--- src/rtl/pm_pkg.sv ---
package pm_pkg;

    typedef enum logic [1:0] {
        CAT_B1   = 2'd0,
        CAT_BOTH = 2'd1,
        CAT_B2   = 2'd2
    } slot_cat_e;

    // Group of a slot, fixed by its index.
    function automatic slot_cat_e slot_cat(input int idx, input int nb1, input int nboth);
        if (idx < nb1)              return CAT_B1;
        else if (idx < nb1 + nboth) return CAT_BOTH;
        else                        return CAT_B2;
    endfunction

endpackage

--- src/rtl/pm_channel_tree.sv ---
module pm_channel_tree #(
    parameter int N_B1   = 6,
    parameter int N_BOTH = 8,
    parameter int N_B2   = 6,
    localparam int N     = N_B1 + N_BOTH + N_B2
) (
    input  logic [N-1:0] perm,
    input  logic [N-1:0] mask_eff,
    output logic [N-1:0] eff,
    output logic         beam1,
    output logic         beam2
);
    logic [N-1:0] rel1;
    logic [N-1:0] rel2;

    for (genvar i = 0; i < N; i++) begin : g_rel
        localparam pm_pkg::slot_cat_e C = pm_pkg::slot_cat(i, N_B1, N_BOTH);
        assign rel1[i] = (C != pm_pkg::CAT_B2);
        assign rel2[i] = (C != pm_pkg::CAT_B1);
    end

    always_comb begin
        eff   = perm | mask_eff;
        beam1 = &(eff | ~rel1);
        beam2 = &(eff | ~rel2);
    end
endmodule

--- src/rtl/pm_first_fault.sv ---
module pm_first_fault #(
    parameter int N    = 20,
    localparam int IDXW = (N > 1) ? $clog2(N) : 1
) (
    input  logic            clk,
    input  logic            rst_n,
    input  logic [N-1:0]    down_a,
    input  logic [N-1:0]    down_b,
    input  logic            clr,
    output logic            valid,
    output logic [IDXW-1:0] idx,
    output logic [1:0]      chan
);
    typedef struct packed {
        logic            valid;
        logic [IDXW-1:0] idx;
        logic [1:0]      chan;
    } ff_state_t;

    ff_state_t st_d, st_q;
    logic            hit;
    logic [IDXW-1:0] pick;

    always_comb begin
        hit  = 1'b0;
        pick = '0;
        for (int i = N - 1; i >= 0; i--) begin
            if (down_a[i] || down_b[i]) begin
                hit  = 1'b1;
                pick = IDXW'(i);
            end
        end

        st_d = st_q;
        if (clr) begin
            st_d.valid = 1'b0;
        end else if (!st_q.valid && hit) begin
            st_d.valid = 1'b1;
            st_d.idx   = pick;
            st_d.chan  = {down_b[pick], down_a[pick]};
        end
    end

    always_ff @(posedge clk or negedge rst_n) begin
        if (!rst_n) st_q <= '0;
        else        st_q <= st_d;
    end

    assign valid = st_q.valid;
    assign idx   = st_q.idx;
    assign chan  = st_q.chan;
endmodule

--- src/rtl/pm_disc_monitor.sv ---
module pm_disc_monitor #(
    parameter int DISC_LIMIT = 16,
    localparam int CW = $clog2(DISC_LIMIT + 1)
) (
    input  logic clk,
    input  logic rst_n,
    input  logic perm_a_d,
    input  logic perm_b_d,
    output logic flag
);
    typedef struct packed {
        logic [CW-1:0] cnt;
    } dm_state_t;

    dm_state_t st_d, st_q;

    always_comb begin
        st_d = st_q;
        if (perm_a_d != perm_b_d) begin
            if (st_q.cnt != CW'(DISC_LIMIT)) st_d.cnt = st_q.cnt + 1'b1;
        end else begin
            st_d.cnt = '0;
        end
    end

    always_ff @(posedge clk or negedge rst_n) begin
        if (!rst_n) st_q <= '0;
        else        st_q <= st_d;
    end

    assign flag = (st_q.cnt == CW'(DISC_LIMIT));
endmodule

--- src/rtl/dual_beam_permit_matrix.sv ---
module dual_beam_permit_matrix #(
    parameter int N_B1       = 6,
    parameter int N_BOTH     = 8,
    parameter int N_B2       = 6,
    parameter int DISC_LIMIT = 16,
    localparam int N_USERS   = N_B1 + N_BOTH + N_B2,
    localparam int IDXW      = (N_USERS > 1) ? $clog2(N_USERS) : 1
) (
    input  logic               clk,
    input  logic               rst_n,
    input  logic [N_USERS-1:0] user_a,
    input  logic [N_USERS-1:0] user_b,
    input  logic [N_USERS-1:0] mask_req,
    input  logic               safe_a,
    input  logic               safe_b,
    input  logic               fault_clr,
    output logic               b1_permit_a,
    output logic               b1_permit_b,
    output logic               b2_permit_a,
    output logic               b2_permit_b,
    output logic               safe_beam,
    output logic               first_valid,
    output logic [IDXW-1:0]    first_idx,
    output logic [1:0]         first_chan,
    output logic               disc_b1,
    output logic               disc_b2
);
    typedef struct packed {
        logic b1a;
        logic b1b;
        logic b2a;
        logic b2b;
        logic safe;
    } top_state_t;

    top_state_t st_d, st_q;

    logic               safe_now;
    logic [N_USERS-1:0] maskable;
    logic [N_USERS-1:0] mask_eff;
    logic [N_USERS-1:0] perm_ch  [2];
    logic [N_USERS-1:0] eff_ch   [2];
    logic [1:0]         beam1_ch;
    logic [1:0]         beam2_ch;

    // Only beam-only slots accept a mask.
    for (genvar i = 0; i < N_USERS; i++) begin : g_mask
        localparam pm_pkg::slot_cat_e C = pm_pkg::slot_cat(i, N_B1, N_BOTH);
        assign maskable[i] = (C != pm_pkg::CAT_BOTH);
    end

    // Both safe lines must agree on "safe".
    assign safe_now = safe_a & safe_b;
    assign mask_eff = mask_req & maskable & {N_USERS{safe_now}};

    assign perm_ch[0] = user_a;
    assign perm_ch[1] = user_b;

    for (genvar c = 0; c < 2; c++) begin : g_chan
        pm_channel_tree #(
            .N_B1   (N_B1),
            .N_BOTH (N_BOTH),
            .N_B2   (N_B2)
        ) u_tree (
            .perm     (perm_ch[c]),
            .mask_eff (mask_eff),
            .eff      (eff_ch[c]),
            .beam1    (beam1_ch[c]),
            .beam2    (beam2_ch[c])
        );
    end

    always_comb begin
        st_d      = st_q;
        st_d.b1a  = beam1_ch[0];
        st_d.b1b  = beam1_ch[1];
        st_d.b2a  = beam2_ch[0];
        st_d.b2b  = beam2_ch[1];
        st_d.safe = safe_now;
    end

    always_ff @(posedge clk or negedge rst_n) begin
        if (!rst_n) st_q <= '0;
        else        st_q <= st_d;
    end

    assign b1_permit_a = st_q.b1a;
    assign b1_permit_b = st_q.b1b;
    assign b2_permit_a = st_q.b2a;
    assign b2_permit_b = st_q.b2b;
    assign safe_beam   = st_q.safe;

    pm_first_fault #(
        .N (N_USERS)
    ) u_first (
        .clk    (clk),
        .rst_n  (rst_n),
        .down_a (~eff_ch[0]),
        .down_b (~eff_ch[1]),
        .clr    (fault_clr),
        .valid  (first_valid),
        .idx    (first_idx),
        .chan   (first_chan)
    );

    pm_disc_monitor #(
        .DISC_LIMIT (DISC_LIMIT)
    ) u_disc_b1 (
        .clk      (clk),
        .rst_n    (rst_n),
        .perm_a_d (st_d.b1a),
        .perm_b_d (st_d.b1b),
        .flag     (disc_b1)
    );

    pm_disc_monitor #(
        .DISC_LIMIT (DISC_LIMIT)
    ) u_disc_b2 (
        .clk      (clk),
        .rst_n    (rst_n),
        .perm_a_d (st_d.b2a),
        .perm_b_d (st_d.b2b),
        .flag     (disc_b2)
    );
endmodule

--- config.mk ---
export PLATFORM = sky130hd
export DESIGN_NAME = dual_beam_permit_matrix
export DESIGN_NICKNAME = d
export VERILOG_FILES = /design/src/rtl/pm_pkg.sv /design/src/rtl/pm_channel_tree.sv /design/src/rtl/pm_first_fault.sv /design/src/rtl/pm_disc_monitor.sv /design/src/rtl/dual_beam_permit_matrix.sv
export SDC_FILE = /design/constraint.sdc
export NUM_CORES = 1
export LEC_CHECK = 0
export ABC_AREA = 1
export CAP_MARGIN = 20
export CORE_UTILIZATION = 45
export CTS_BUF_LIST = sky130_fd_sc_hd__clkbuf_4 sky130_fd_sc_hd__clkbuf_8
export CTS_CLUSTER_SIZE = 30
export DETAILED_ROUTE_END_ITERATION = 8
export PLACE_DENSITY = 0.79
export SLEW_MARGIN = 30
export SYNTH_ARGS = -nofsm -noshare
export SYNTH_HDL_FRONTEND = slang
export SYNTH_HIERARCHICAL = 1
export SYNTH_SLANG_ARGS = --single-unit
--- constraint.sdc ---
create_clock -name clk -period 1.2 [get_ports clk]
set_input_delay 0.12 -clock clk [delete_from_list [all_inputs] [get_ports clk]]
set_output_delay 0.12 -clock clk [all_outputs]
set_load 0.01 [all_outputs]
==> flow_summary.json, run 1 <==
{
  "status": "did not finish",
  "stop_stage": "5_1_grt",
  "error_line": "[ERROR GRT-0232] Routing congestion too high. Check the congestion heatmap in the GUI.",
  "rows": 28,
  "dpl_cell_area_um2": 4220,
  "overflow": 63,
  "track_usage_pct": 74.8,
  "synth_top_family_by_area": "simple AND/OR/NAND/NOR gates",
  "numCtsBuffers": 3,
  "synth-adder-area-share_pct": 1.80,
  "syn_area_um2": 2790,
  "io_pins": 80,
  "dpl.hpwl_um": 6400,
  "cts_sinks": 23,
  "grt_worst_setup_endpoint": "u_first/chan[0]$_DFFE_PN0P_/D",
  "fp.dieW_um": 80.7,
  "h-tree-depth": 1,
  "port_buffers": 71,
  "dp_slack_ns": -1.80,
  "synthDistinctLibCells": 25,
  "ys_ff_latch": 23,
  "synth-edff-count": 0,
  "die_y_um": 80.7,
  "synthFlopType": "dfrtp_1",
  "start_util_pct": 46.8,
  "gp_congestion": 0.949,
  "yosysWarningCount": 6,
  "post_synth_xor_area_fraction_pct": 0,
  "postSynthAreaPerCell_um2": 5.34,
  "synth-compound-area-share_pct": 4.58,
  "grt_max_degree": 24,
  "ys_seq_area_share_pct": 20.7,
  "synthArstFlopShare_pct": 100,
  "synthMuxAreaShare_pct": 0,
  "clk_root_buffer_cell": "clkbuf_8",
  "syn_inst": 522,
  "yosys.area_share.simple_pct": 46.8,
  "worst-ep-kind": "register input",
  "clockBufferDepth": 2
}
## cell usage after synthesis (3+ instances only)
library cell  instances  area, µm²
inv_1               172        646
nor2_4                3       33.8
nor2_1               60        225
o21ai_1               4       20.0
dfrtp_1              23        576
nand3_1              52        260
nand2_1             123        462
o21ai_0               4       20.0
nor2_2               19        119
ha_1                  4       50.1
nand2_2              25        156
inv_2                 6       22.5
a21oi_1               7       35.0
## per-layer routing
| layer | GRT usage, % | GRT overflow |
|---|---|---|
| met2 | 96.5 | 40 |
| met3 | 54.8 | 0 |
| met4 | 83.6 | 22 |
| met1 | 71.0 | 0 |
| met5 | 6.36 | 1 |
## kinds of logic after synthesis
logic type / after synthesis
fa+ha+maj: 4
flops: 23
other cells: 1
compound gates: 22
buf+inv: 184
simple gates: 288
## per-stage QoR
stage / hold WS [ns] / std cells / setup TNS [ns] / utilization, %
2_1_floorplan: -0.176 / 537 / -4.14 / -
3_5_place_dp: 0.482 / 755 / -22.56 / 70.9
4_1_cts: 0.113 / 839 / -12.04 / 86.1
3_3_place_gp: 0.481 / 755 / -20.93 / 70.9
## timing repair
item                                   4_1_cts
hold buffers                                 0
setup buffers                               90
pin swaps                                   69
endpoints found under the hold margin        0
gates cloned                                 2
setup endpoints to repair                   37
gates resized for setup                    181
==> run 2: changes to the inputs <==
Settings changed: CORE_UTILIZATION 45 to 40, CTS_BUF_LIST sky130_fd_sc_hd__clkbuf_4 sky130_fd_sc_hd__clkbuf_8 to not set, CTS_CLUSTER_SIZE 30 to not set, PLACE_DENSITY 0.79 to not set, PLACE_DENSITY_LB_ADDON set to 0.15.
Clock period 1.2 ns to 1.6 ns, I/O delays scaled along.
==> run 2 against run 1 <==
Effect of this change:
- synthesized cell count stayed put
- the flow now finishes, with violations (negative setup slack)
- synthesized area stayed put
==> flow_summary.json, run 2 <==
{
  "yosysTopAreaCell": "inv_1",
  "skew_ns": 0.0133,
  "overflow": 0,
  "synth-edff-count": 0,
  "start_util_pct": 41.2,
  "syn_to_final_growth_pct": 105,
  "antenna_found_initial": 0,
  "period_share_pct": 166,
  "clkTransAtPathRegs_ns": 0.09,
  "cp-start-kind": "input port",
  "routed_wl_um": 13400,
  "syn_area_um2": 2790,
  "finalWorstSetupSlack_ns": -1.05,
  "grt_max_degree": 24,
  "hold_viol": 0,
  "numCtsBuffers": 3,
  "h-tree-depth": 1,
  "syn_inst": 522,
  "p_leak_nw": 3.19,
  "dpl.hpwl_um": 6280,
  "synthFlopType": "dfrtp_1",
  "die_y_um": 85.5,
  "yosysWarningCount": 6,
  "ir_drop_v": 0.000251,
  "powerDensity_nw_per_um2": 418,
  "rows": 30,
  "grt_pass1_wl_um": 18900,
  "tns_ns": -5.28,
  "failed_checks": "negative setup slack",
  "fp.dieW_um": 85.5,
  "core_area_um2": 6760,
  "n_fill_cell": 376,
  "whs_ns": 0.241,
  "hp-class": "input port to asynchronous set/reset pin",
  "track_usage_pct": 32.7,
  "clockBufferDepth": 2,
  "stdcell_area_um2": 5720,
  "p_sw_w": 0.000906,
  "io_pins": 80,
  "multiInputGateArea_um2": 2140,
  "p_int_w": 0.00149,
  "drt_iter0_drc": 355,
  "ys_ff_latch": 23,
  "seqPwrFrac_pct": 26.0,
  "clk_root_buffer_cell": "clkbuf_8",
  "wl_per_cell_um": 15.4,
  "hold_buffers": 0,
  "ys_seq_area_share_pct": 20.7,
  "slowest_delay_ns": 0.22,
  "path_delay_family": "simple AND/OR/NAND/NOR gates",
  "cts_sinks": 23,
  "slew_headroom_pct": 58.9,
  "rr_startpoint": "u_first/valid",
  "clkPwrFrac_pct": 15.2,
  "synthDistinctLibCells": 25,
  "cp_data_required_time_ns": 1.77,
  "crit_slowest_cell": "a21oi_1",
  "final_nets": 864,
  "setup_viol": 13,
  "port_buffers": 71,
  "crit_start": "safe_a",
  "drc_errors": 0,
  "synth.most_common_cell": "inv_1",
  "layout_common_cells": "171 x buf_4, 125 x inv_1, 74 x nand2_1, 67 x nand2_2, 49 x inv_2",
  "max_slew.worst_pin.slew_ns": 0.610,
  "grt_setup_unrepaired": "true",
  "num_vias": 4368,
  "gp_congestion": 0.946,
  "grt_pass1_vias": 4089,
  "cp.arrival_ns": 2.82,
  "p_comb_share_pct": 58.8,
  "max_freq_ghz": 0.378,
  "slew_violations": 0,
  "clk-insertion-delay-late_ns": 0.27,
  "period_needed_ns": 2.65,
  "switching_share_pct": 37.9,
  "cts_tree": "yes",
  "diodes": 0,
  "critical_path_class": "input port to register",
  "dpl_cell_area_um2": 4210,
  "cp_num_buf_inv": 6,
  "mostFrequentLayoutCell": "buf_4",
  "viasPerCell": 5.00,
  "drive_gt1_share_pct": 52.5,
  "crit_path_max_fanout": 8,
  "drv_cap": 0,
  "postSynthAreaPerCell_um2": 5.34,
  "synthArstFlopShare_pct": 100,
  "drtPass1Iterations": 5,
  "die-area_um2": 7300,
  "synth_top_area_share_pct": 23.2,
  "synth_area_leaders": "inv_1 23%, dfrtp_1 21%, nand2_1 17%",
  "critPathCaptureType": "register",
  "status": "finished, violations left",
  "area.sequential_um2": 576,
  "synth.top_cells.by_count": "172 x inv_1, 123 x nand2_1, 60 x nor2_1",
  "antenna_left": 0
}
run 2: cell counts after synthesis:
No cell type changed its count.
run 2: power groups by stage:
stage | Combinational, W | Clock, W | Sequential, W
global placement | 0.000822 | 0 | 0.000630
detailed placement | 0.000831 | 0 | 0.000632
CTS | 0.00114 | 0.000363 | 0.000622
global route | 0.00149 | 0.000390 | 0.000625
floorplan | 0.000404 | 0 | 0.000642
finish | 0.00141 | 0.000364 | 0.000622
run 2: metal layers:
layer  track usage (%)  up-vias  share of wire (%)
met1              36.4     1979                 38
li1                  -     2012                  -
met4              20.3        0                6.8
met2              58.3      285                 49
met3              4.67       92                6.3
met5                 0        -                  0
run 2: worst paths after layout:
path,slack [ns],endpoint,cells past startpoint
setup / recovery,-1.05,u_first/chan[1],33
hold / removal,0.24,u_disc_b1/st_q[2],2
setup reg to reg,0.22,u_first/chan[1],9
hold reg to reg,0.50,u_first/idx[1],2
max in group asynchronous,1.12,b1_permit_b,2
min in group clk,0.43,safe_beam,5
run 2: cells by family after synthesis:
kind of cell               Yosys count  synth area share, %
adders and majority gates            4                 1.80
DFF                                 23                 20.7
other                                1                0.135
and+or+nand+nor                    288                 46.8
AOI/OAI and AO/OA                   22                 4.58
buffers and inverters              184                 26.0
run 2: area by class of cell:
type,instances,share of cell area (%)
multi-input cells,331,37.5
repair buffers,258,38.0
well taps,80,1.75
clock buffers,3,0.722
flip-flops and latches,23,10.1
inverters,178,11.9
clock inverters,1,0.0875
run 2: timing repair:
| item | in CTS | in global routing |
|---|---|---|
| pin swaps | 88 | 58 |
| cloned | 1 | 0 |
| setup buffers | 103 | 17 |
| hold endpoints to repair | 0 | 0 |
| resized for setup | 163 | 115 |
| setup endpoints to repair | 22 | 21 |
run 2: stage by stage:
step | setup WS (ns) | instances | total power (W) | util [%]
3_3_place_gp | -1.37 | 757 | 0.00145 | 62.2
4_1_cts | -0.656 | 864 | 0.00212 | 78.2
2_1_floorplan | -0.594 | 537 | 0.00105 | -
6_report | -1.05 | 874 | 0.00239 | 84.6
5_1_grt | -1.17 | 874 | 0.00250 | 84.6
3_5_place_dp | -1.43 | 757 | 0.00146 | 62.2
No activity file was read; power rests on OpenSTA's default activity.
